`config.mk`:
```
export PLATFORM = sky130hd
export DESIGN_NAME = poh_serial_ins
export DESIGN_NICKNAME = d
export VERILOG_FILES = /design/src/rtl/poh_ins_pkg.sv /design/src/rtl/poh_bitclk_gen.sv /design/src/rtl/poh_seq_ctr.sv /design/src/rtl/poh_shift_asm.sv /design/src/rtl/poh_serial_ins.sv
export SDC_FILE = /design/constraint.sdc
export NUM_CORES = 1
export LEC_CHECK = 0
export CORE_MARGIN = 1.5
export CORE_UTILIZATION = 50
export DETAILED_ROUTE_END_ITERATION = 8
export PLACE_DENSITY_LB_ADDON = 0.25
export SETUP_SLACK_MARGIN = 0.1
export SYNTH_ARGS = -nofsm -noshare
export SYNTH_HDL_FRONTEND = slang
export SYNTH_SLANG_ARGS = --single-unit
```
`constraint.sdc`:
```
create_clock -name clk_i -period 2.6 [get_ports clk_i]
set_input_delay 0.39 -clock clk_i [delete_from_list [all_inputs] [get_ports clk_i]]
set_output_delay 0.39 -clock clk_i [all_outputs]
set_load 0.005 [all_outputs]
```
`src/rtl/poh_ins_pkg.sv`:
```
package poh_ins_pkg;
  localparam int unsigned POH_BYTES = 12;
  localparam int unsigned BYTE_W    = 8;
  localparam int unsigned IDX_W     = $clog2(POH_BYTES);
  localparam int unsigned CYC_BITS  = POH_BYTES * BYTE_W;

  typedef logic [IDX_W-1:0]  idx_t;
  typedef logic [BYTE_W-1:0] byte_t;

  // slot order; position is behaviour
  typedef enum logic [IDX_W-1:0] {
    SLOT_Z6 = 4'd0,  SLOT_Z5 = 4'd1,  SLOT_Z4 = 4'd2,  SLOT_Z3 = 4'd3,
    SLOT_Z2 = 4'd4,  SLOT_Z1 = 4'd5,  SLOT_XA = 4'd6,  SLOT_B1 = 4'd7,
    SLOT_G1 = 4'd8,  SLOT_XB = 4'd9,  SLOT_XC = 4'd10, SLOT_C1 = 4'd11
  } poh_slot_e;
endpackage

```
`src/rtl/poh_bitclk_gen.sv`:
```
module poh_bitclk_gen #(
  parameter int unsigned CLK_DIV = 4
) (
  input  logic clk_i,
  input  logic rst_ni,
  output logic bclk_o,
  output logic samp_o
);
  localparam int unsigned HALF = CLK_DIV / 2;
  localparam int unsigned CW   = (CLK_DIV > 2) ? $clog2(CLK_DIV) : 1;

  logic [CW-1:0] cnt_q, cnt_nxt;

  always_comb begin
    if (cnt_q == CW'(CLK_DIV - 1)) cnt_nxt = '0;
    else                           cnt_nxt = cnt_q + 1'b1;
  end

  // sample strobe lines up with the registered rising edge of bclk_o
  assign samp_o = (cnt_q == CW'(HALF - 1));

  always_ff @(posedge clk_i or negedge rst_ni) begin
    if (!rst_ni) begin
      cnt_q  <= '0;
      bclk_o <= 1'b0;
    end else begin
      cnt_q  <= cnt_nxt;
      bclk_o <= (cnt_nxt >= CW'(HALF));
    end
  end
endmodule

```
`src/rtl/poh_seq_ctr.sv`:
```
module poh_seq_ctr #(
  parameter int unsigned BYTE_W    = 8,
  parameter int unsigned NUM_BYTES = 12,
  localparam int unsigned BW = (BYTE_W > 1) ? $clog2(BYTE_W) : 1,
  localparam int unsigned IW = (NUM_BYTES > 1) ? $clog2(NUM_BYTES) : 1
) (
  input  logic          clk_i,
  input  logic          rst_ni,
  input  logic          samp_i,
  output logic [IW-1:0] slot_o,
  output logic          cyc_start_o,
  output logic          byte_last_o
);
  logic [BW-1:0] bit_q;
  logic [IW-1:0] slot_q;

  assign byte_last_o = (bit_q == BW'(BYTE_W - 1));
  assign cyc_start_o = (bit_q == '0) && (slot_q == '0);
  assign slot_o      = slot_q;

  always_ff @(posedge clk_i or negedge rst_ni) begin
    if (!rst_ni) begin
      bit_q  <= '0;
      slot_q <= '0;
    end else if (samp_i) begin
      if (byte_last_o) begin
        bit_q  <= '0;
        slot_q <= (slot_q == IW'(NUM_BYTES - 1)) ? '0 : slot_q + 1'b1;
      end else begin
        bit_q  <= bit_q + 1'b1;
      end
    end
  end
endmodule

```
`src/rtl/poh_shift_asm.sv`:
```
module poh_shift_asm #(
  parameter int unsigned BYTE_W = 8
) (
  input  logic              clk_i,
  input  logic              rst_ni,
  input  logic              samp_i,
  input  logic              din_i,
  output logic [BYTE_W-1:0] byte_nxt_o
);
  logic [BYTE_W-2:0] shift_q;

  // msb first: earlier bits move up
  assign byte_nxt_o = {shift_q, din_i};

  always_ff @(posedge clk_i or negedge rst_ni) begin
    if (!rst_ni)     shift_q <= '0;
    else if (samp_i) shift_q <= byte_nxt_o[BYTE_W-2:0];
  end
endmodule

```
`src/rtl/poh_serial_ins.sv`:
```
module poh_serial_ins
  import poh_ins_pkg::*;
#(
  parameter int unsigned CLK_DIV = 4
) (
  input  logic             clk_i,
  input  logic             rst_ni,
  input  logic             poh_ins_en_i,
  input  logic             poh_data_i,
  input  logic [BYTE_W-1:0] int_byte_i,
  output logic             poh_clk_o,
  output logic             poh_frame_o,
  output logic [BYTE_W-1:0] byte_o,
  output logic             byte_valid_o,
  output logic [IDX_W-1:0] byte_idx_o
);
  logic  samp;
  logic  cyc_start;
  logic  byte_last;
  idx_t  slot;
  byte_t ser_byte;
  logic  ext_sel_q;

  poh_bitclk_gen #(.CLK_DIV(CLK_DIV)) u_bclk (
    .clk_i  (clk_i),
    .rst_ni (rst_ni),
    .bclk_o (poh_clk_o),
    .samp_o (samp)
  );

  poh_seq_ctr #(.BYTE_W(BYTE_W), .NUM_BYTES(POH_BYTES)) u_seq (
    .clk_i       (clk_i),
    .rst_ni      (rst_ni),
    .samp_i      (samp),
    .slot_o      (slot),
    .cyc_start_o (cyc_start),
    .byte_last_o (byte_last)
  );

  poh_shift_asm #(.BYTE_W(BYTE_W)) u_shift (
    .clk_i      (clk_i),
    .rst_ni     (rst_ni),
    .samp_i     (samp),
    .din_i      (poh_data_i),
    .byte_nxt_o (ser_byte)
  );

  assign poh_frame_o = cyc_start;

  // source chosen once per sequence, at the slot 0 msb
  always_ff @(posedge clk_i or negedge rst_ni) begin
    if (!rst_ni)                ext_sel_q <= 1'b0;
    else if (samp && cyc_start) ext_sel_q <= poh_ins_en_i;
  end

  always_ff @(posedge clk_i or negedge rst_ni) begin
    if (!rst_ni) begin
      byte_o       <= '0;
      byte_valid_o <= 1'b0;
      byte_idx_o   <= '0;
    end else begin
      byte_valid_o <= samp && byte_last;
      if (samp && byte_last) begin
        byte_o     <= ext_sel_q ? ser_byte : int_byte_i;
        byte_idx_o <= slot;
      end
    end
  end
endmodule

```
==> results.cfg, run 1 <==
[placement]
place_congestion = 0.697
place_ws_ps = 865
dp_hpwl_mm = 1.73
dp_cells = 166
io_buffers = 26

[routing]
drt_pass1_iterations = 4
vias = 897
drc = 0
post_drt_wl_per_cell_um = 14.1
routed_wl_mm = 2.46
detail-route-antenna-nets = 0
avgViaCountPerCell = 5.16
initialDrtViolationCount = 14

[clocking]
cts_root_buf = clkbuf_4
cts-hold-fix-buffers = 0
htreeDepth = 2
post-cts-setup-buffers = 0
cts_tree = done
numCtsBuffers = 5
clockBufferDepth = 2
clock-sinks = 30
path_clk_slew_ps = 90
clk_latency_ps = 330
ctsResizeCount = 0

[timing]
skew_ps = 5.64
max-slew-margin-rel = 0.686
setup_ws_ps = 495
tns_ps = 0
hold_viol = 0
final_max_slew_viol_count = 0
setup_viol = 0
fin_crit_ps = 2110
fin_crit_sh = 0.810
worstMarginPinSlew_ps = 471
fmax_mhz = 475
rsz0062_at_grt = false

[synth]
synth_compound_area_frac = 0.0906
ys_types = 20
syn_nets = 131
avgSynthCellArea_um2 = 11.7
synth-simple-area-share = 0.0849
synth_top_area_cell = dfrtp_1
netlist.area_leader.share = 0.573
synth.area.top_cells = dfrtp_1, mux2_1, ha_1, mux2i_1, o21ai_1
yosys_warnings = 0
yosysSeqAreaShare = 0.573
synthCells = 112
synth_xor_area_frac = 0
synth_top_family_by_area = multiplexers
synthAdderAreaFrac = 0.0668
netlist_area_um2 = 1310
synth_mux_area_frac = 0.147
synth_seq_cells = 30

[run_status]
outcome = complete, no violations

[worst_setup_path]
cp.depth = 4
reg2reg_to = u_seq.slot_o[3]
required_ps = 2210
slowest_delay_ps = 490
crit_start = u_seq.slot_o[0]
crit_arrival_ps = 1720
r2r_cells = 7
crit_path_start_kind = register
crit_buf_inv = 2
cp-endpoint = poh_frame_o
end_kind = output port
worstReg2RegStart = u_bclk.bclk_o
critPathTopFamily = buffers and inverters
path_cells = inv_1 -> ha_1 -> and3_1 -> clkdlybuf4s50_1
critPathKind = register to output port
r2r_setup_slack_ps = 890
crit_fanout = 4
critPathSlowestCell = clkdlybuf4s50_1

[layout]
layout-drive-gt1-share = 0.104
finish.utilization = 0.672
final_cells = 174
antennaDiodeCount = 0
syn2layout_area_growth_pct = 26.9
layout.nets = 162

[die]
start_util = 0.529
core_area_um2 = 2480
num_rows = 18
ios = 27
die_w_um = 54.2
die_h_um = 54.2
die-area_um2 = 2940

[power_and_ir_drop]
vdd_drop_max_v = 0.000403
leakagePower_nw = 0.766
powerDensity_nw_per_um2 = 512
finalPower_mw = 0.853

[global_routing]
overflow = 0
grt_max_degree = 31
antenna_found_initial = 0
grt_usage = 0.209
grt_pass1_vias = 889
grt_first_pass_wirelength_mm = 4.14

[min_path]
worst_hold_path_type = input pin to async pin

[flow_run]
drv_cap = 0
-- kinds of logic (layout without fill, tap and decap cells) --
group / after synthesis / in the layout
adder cells (fa/ha/maj): 7 / 7
multiplexers: 18 / 18
buffers and inverters: 12 / 44
AND/OR/NAND/NOR: 25 / 25
flip-flops: 30 / 30
AO/OA/AOI/OAI: 20 / 20
-- layout make-up --
| cell class | instances | area [um^2] |
|---|---|---|
| fill | 207 | 813 |
| inverter | 8 | 30.0 |
| sequential | 30 | 751 |
| timing repair buffer | 28 | 275 |
| clock inverter | 1 | 5.00 |
| clock buffer | 7 | 55.1 |
| multi-input combinational | 70 | 510 |
| tap | 30 | 37.5 |
-- routing by layer --
layer  global-route usage  routed length [um]  vias to the layer above  part of all wire
li1                     -                   -                      444                 -
met1                0.270                1110                      416              0.45
met5                    0                   0                        -                 0
met2                0.305                1150                       32              0.47
met4                0.113                  55                        0             0.022
met3               0.0765                 146                        5             0.059
-- per-stage QoR --
stage	instance area [um^2]	hold slack [ps]
5_1_grt	1660	479
6_report	1660	437
2_1_floorplan	1310	94.4
3_5_place_dp	1600	448
3_3_place_gp	1600	435
4_1_cts	1660	442
-- where the power goes --
group / leakage, nW / switching (mW) / internal, mW
clock network: 0.0353 / 0.159 / 0.131
registers: 0.368 / 0.0130 / 0.482
logic: 0.362 / 0.0247 / 0.0438
-- synthesized netlist by cell type --
master,number
mux2i_1,8
mux2_2,2
buf_2,4
nand2_2,1
mux2_1,8
o211ai_1,1
dfrtp_1,30
nand4_1,1
nor3_2,1
inv_1,7
o21ai_0,1
inv_2,1
nor2_1,4
o21ai_1,16
and3_1,2
o311ai_2,1
nand3_1,1
nand2_1,15
a311o_1,1
ha_1,7
-- layout by cell type (no fill, tap or decap), types with 4 or more instances in the layout --
cell / synthesis / routed
dfrtp_1: 30 / 30
clkdlybuf4s50_1: 0 / 26
o21ai_1: 16 / 16
nand2_1: 15 / 15
mux2_1: 8 / 8
mux2i_1: 8 / 8
inv_1: 7 / 7
ha_1: 7 / 7
clkbuf_4: 0 / 5
nor2_1: 4 / 4
-- sequential cells by signal, summed over array words and instances, names as in the netlist --
name,flops
u_shift.shift_q,7
byte_idx_o,4
u_bclk.bclk_o,1
u_bclk.cnt_q,1
byte_valid_o,1
ext_sel_q,1
u_seq.bit_q,3
u_seq.slot_o,4
byte_o,8
-- how the worst min path moves through the flow --
stage	end	slack [ps]
floorplan	byte_idx_o[0]	90
global placement	u_bclk.cnt_q[0]	430
detailed placement	u_bclk.cnt_q[0]	450
CTS	byte_idx_o[2]	440
global route	u_seq.slot_o[3]	480
finish	byte_valid_o	440
(Power assumes the default switching activity.)
==> run 2: changes to the inputs <==
--- a/config.mk
+++ b/config.mk
@@ -6,7 +6,7 @@
 export NUM_CORES = 1
 export LEC_CHECK = 0
 export CORE_MARGIN = 1.5
-export CORE_UTILIZATION = 50
+export CORE_UTILIZATION = 45
 export DETAILED_ROUTE_END_ITERATION = 8
 export PLACE_DENSITY_LB_ADDON = 0.25
 export SETUP_SLACK_MARGIN = 0.1
==> constraint.sdc (replaced) <==
create_clock -name clk_i -period 1.8 [get_ports clk_i]
set_input_delay 0.27 -clock clk_i [delete_from_list [all_inputs] [get_ports clk_i]]
set_output_delay 0.27 -clock clk_i [all_outputs]
set_load 0.005 [all_outputs]
==> run 2 against run 1 <==
- combinational power rose by 44%
- final cell count up 5.2%
- worst setup slack lost 310 ps
- clock power up 68%
- critical endpoint unchanged
==> results.cfg, run 2 (synthesis results as in run 1) <==
[min_path]
worst_hold_path_type = input pin to async pin

[timing]
max-slew-margin-rel = 0.698
setup_viol = 0
fin_crit_sh = 0.898
rsz0062_at_grt = false
worstMarginPinSlew_ps = 453
skew_ps = 6.60
final_max_slew_viol_count = 0
hold_viol = 0
fin_crit_ps = 1620
setup_ws_ps = 183
worst_hold_slack_ps = 323
tns_ps = 0
fmax_mhz = 618

[die]
ios = 27
core_area_um2 = 2760
die-area_um2 = 3250
num_rows = 19
start_util = 0.475
die_w_um = 57.0
die_h_um = 57.0

[routing]
avgViaCountPerCell = 5.21
detail-route-antenna-nets = 0
post_drt_wl_per_cell_um = 13.8
vias = 954
routed_wl_mm = 2.52
initialDrtViolationCount = 9
drc = 0
drt_pass1_iterations = 4

[layout]
layout_common_cells = dfrtp_1, clkdlybuf4s50_1, o21ai_1, nand2_1, buf_4
multi_input_area_um2 = 515
reg_top3 = byte_o x8, u_shift.shift_q x7
largest_register = byte_o
layout.nets = 170
final_common_cell = dfrtp_1
layout-drive-gt1-share = 0.191
syn2layout_area_growth_pct = 33.7
n_fill_cell = 229
area.sequential_um2 = 752
antennaDiodeCount = 0
largest_reg_flops = 8

[flow_run]
drv_cap = 0

[worst_setup_path]
crit_start = u_seq.slot_o[0]
end_kind = output port
path_cells = inv_2 -> ha_2 -> and3_1 -> dlygate4sd2_1
r2r_cells = 5
critPathTopFamily = flip-flops
crit_buf_inv = 2
crit_arrival_ps = 1350
crit_path_start_kind = register
cp.depth = 4
worstReg2RegStart = u_seq.bit_q[0]
critPathSlowestCell = dfrtp_1
critPathKind = register to output port
crit_fanout = 2
required_ps = 1530
slowest_delay_ps = 390

[placement]
dp_hpwl_mm = 1.78
place_congestion = 0.746
io_buffers = 26
place_ws_ps = 189

[power_and_ir_drop]
vdd_drop_max_v = 0.000628
powerDensity_nw_per_um2 = 741
leakagePower_nw = 0.815

[global_routing]
grt_first_pass_wirelength_mm = 4.14
overflow = 0
grt_max_degree = 31
grt_usage = 0.169
antenna_found_initial = 0
grt_pass1_vias = 964

[clocking]
path_clk_slew_ps = 90
clock-sinks = 30
cts_root_buf = clkbuf_4
numCtsBuffers = 5
clockBufferDepth = 2
htreeDepth = 2
clk_latency_ps = 320
cts_tree = done

[run_status]
outcome = complete, no violations
## run 2: cell count changes in the layout (fill, tap and decap cells not counted), sizes merged
cell / change
buf: +8
clkbuf: +1
clkdlybuf4s50: -1
clkinv: -1
dlygate4sd2: +1
## run 2: power breakdown
group          total [mW]  internal (mW)  leakage [nW]  switching [mW]
logic              0.0983         0.0633         0.404          0.0350
clock network       0.486          0.267        0.0446           0.219
registers           0.714          0.696         0.367          0.0180
## run 2: final timing paths
path | end | slack [ps]
max in group asynchronous | u_seq.slot_o[3] | 1190
min in group clk_i | u_bclk.cnt_q[0] | 460
worst max-delay path | poh_frame_o | 180
worst min-delay path | byte_idx_o[3] | 320
worst min register to register | u_bclk.cnt_q[0] | 460
worst max register to register | byte_idx_o[3] | 210
## run 2: repair_timing
item / in CTS / in global routing
resized for setup: 5 / 2
endpoints found under the setup margin: 1 / 4
buffers inserted: 7 / 0
hold buffers: 0 / 0
pin swaps: 0 / 0
## run 2: stage by stage
stage / std cells / utilization / cell area, um^2 / power, mW
6_report: 183 / 0.636 / 1750 / 1.30
5_1_grt: 183 / 0.636 / 1750 / 1.36
4_1_cts: 183 / 0.633 / 1750 / 1.31
3_5_place_dp: 168 / 0.585 / 1610 / 0.829
3_3_place_gp: 168 / 0.585 / 1610 / 0.825
2_1_floorplan: 112 / - / 1310 / 0.754
## run 2: layer usage
layer / wire length [um] / up-vias / GRT usage / share of wire
met5: 0 / - / 0 / 0
met4: 38 / 0 / 0.0797 / 0.015
met3: 107 / 5 / 0.0476 / 0.042
met2: 1250 / 23 / 0.279 / 0.49
met1: 1130 / 467 / 0.204 / 0.45
li1: - / 459 / - / -
## run 2: final cells by class
class                      instances  share of cell area
sequential                        30               0.429
multi-input combinational         70               0.294
timing repair buffer              36               0.193
clock buffer                       8              0.0450
tap                               31              0.0221
inverter                           8              0.0171
## run 2: worst reg2reg max path, cell delays in order (launching register included)
cell and delay, ps:
dfrtp_1 400, buf_4 140, ha_1 190, ha_1 210
nand2_2 200, mux2_1 350
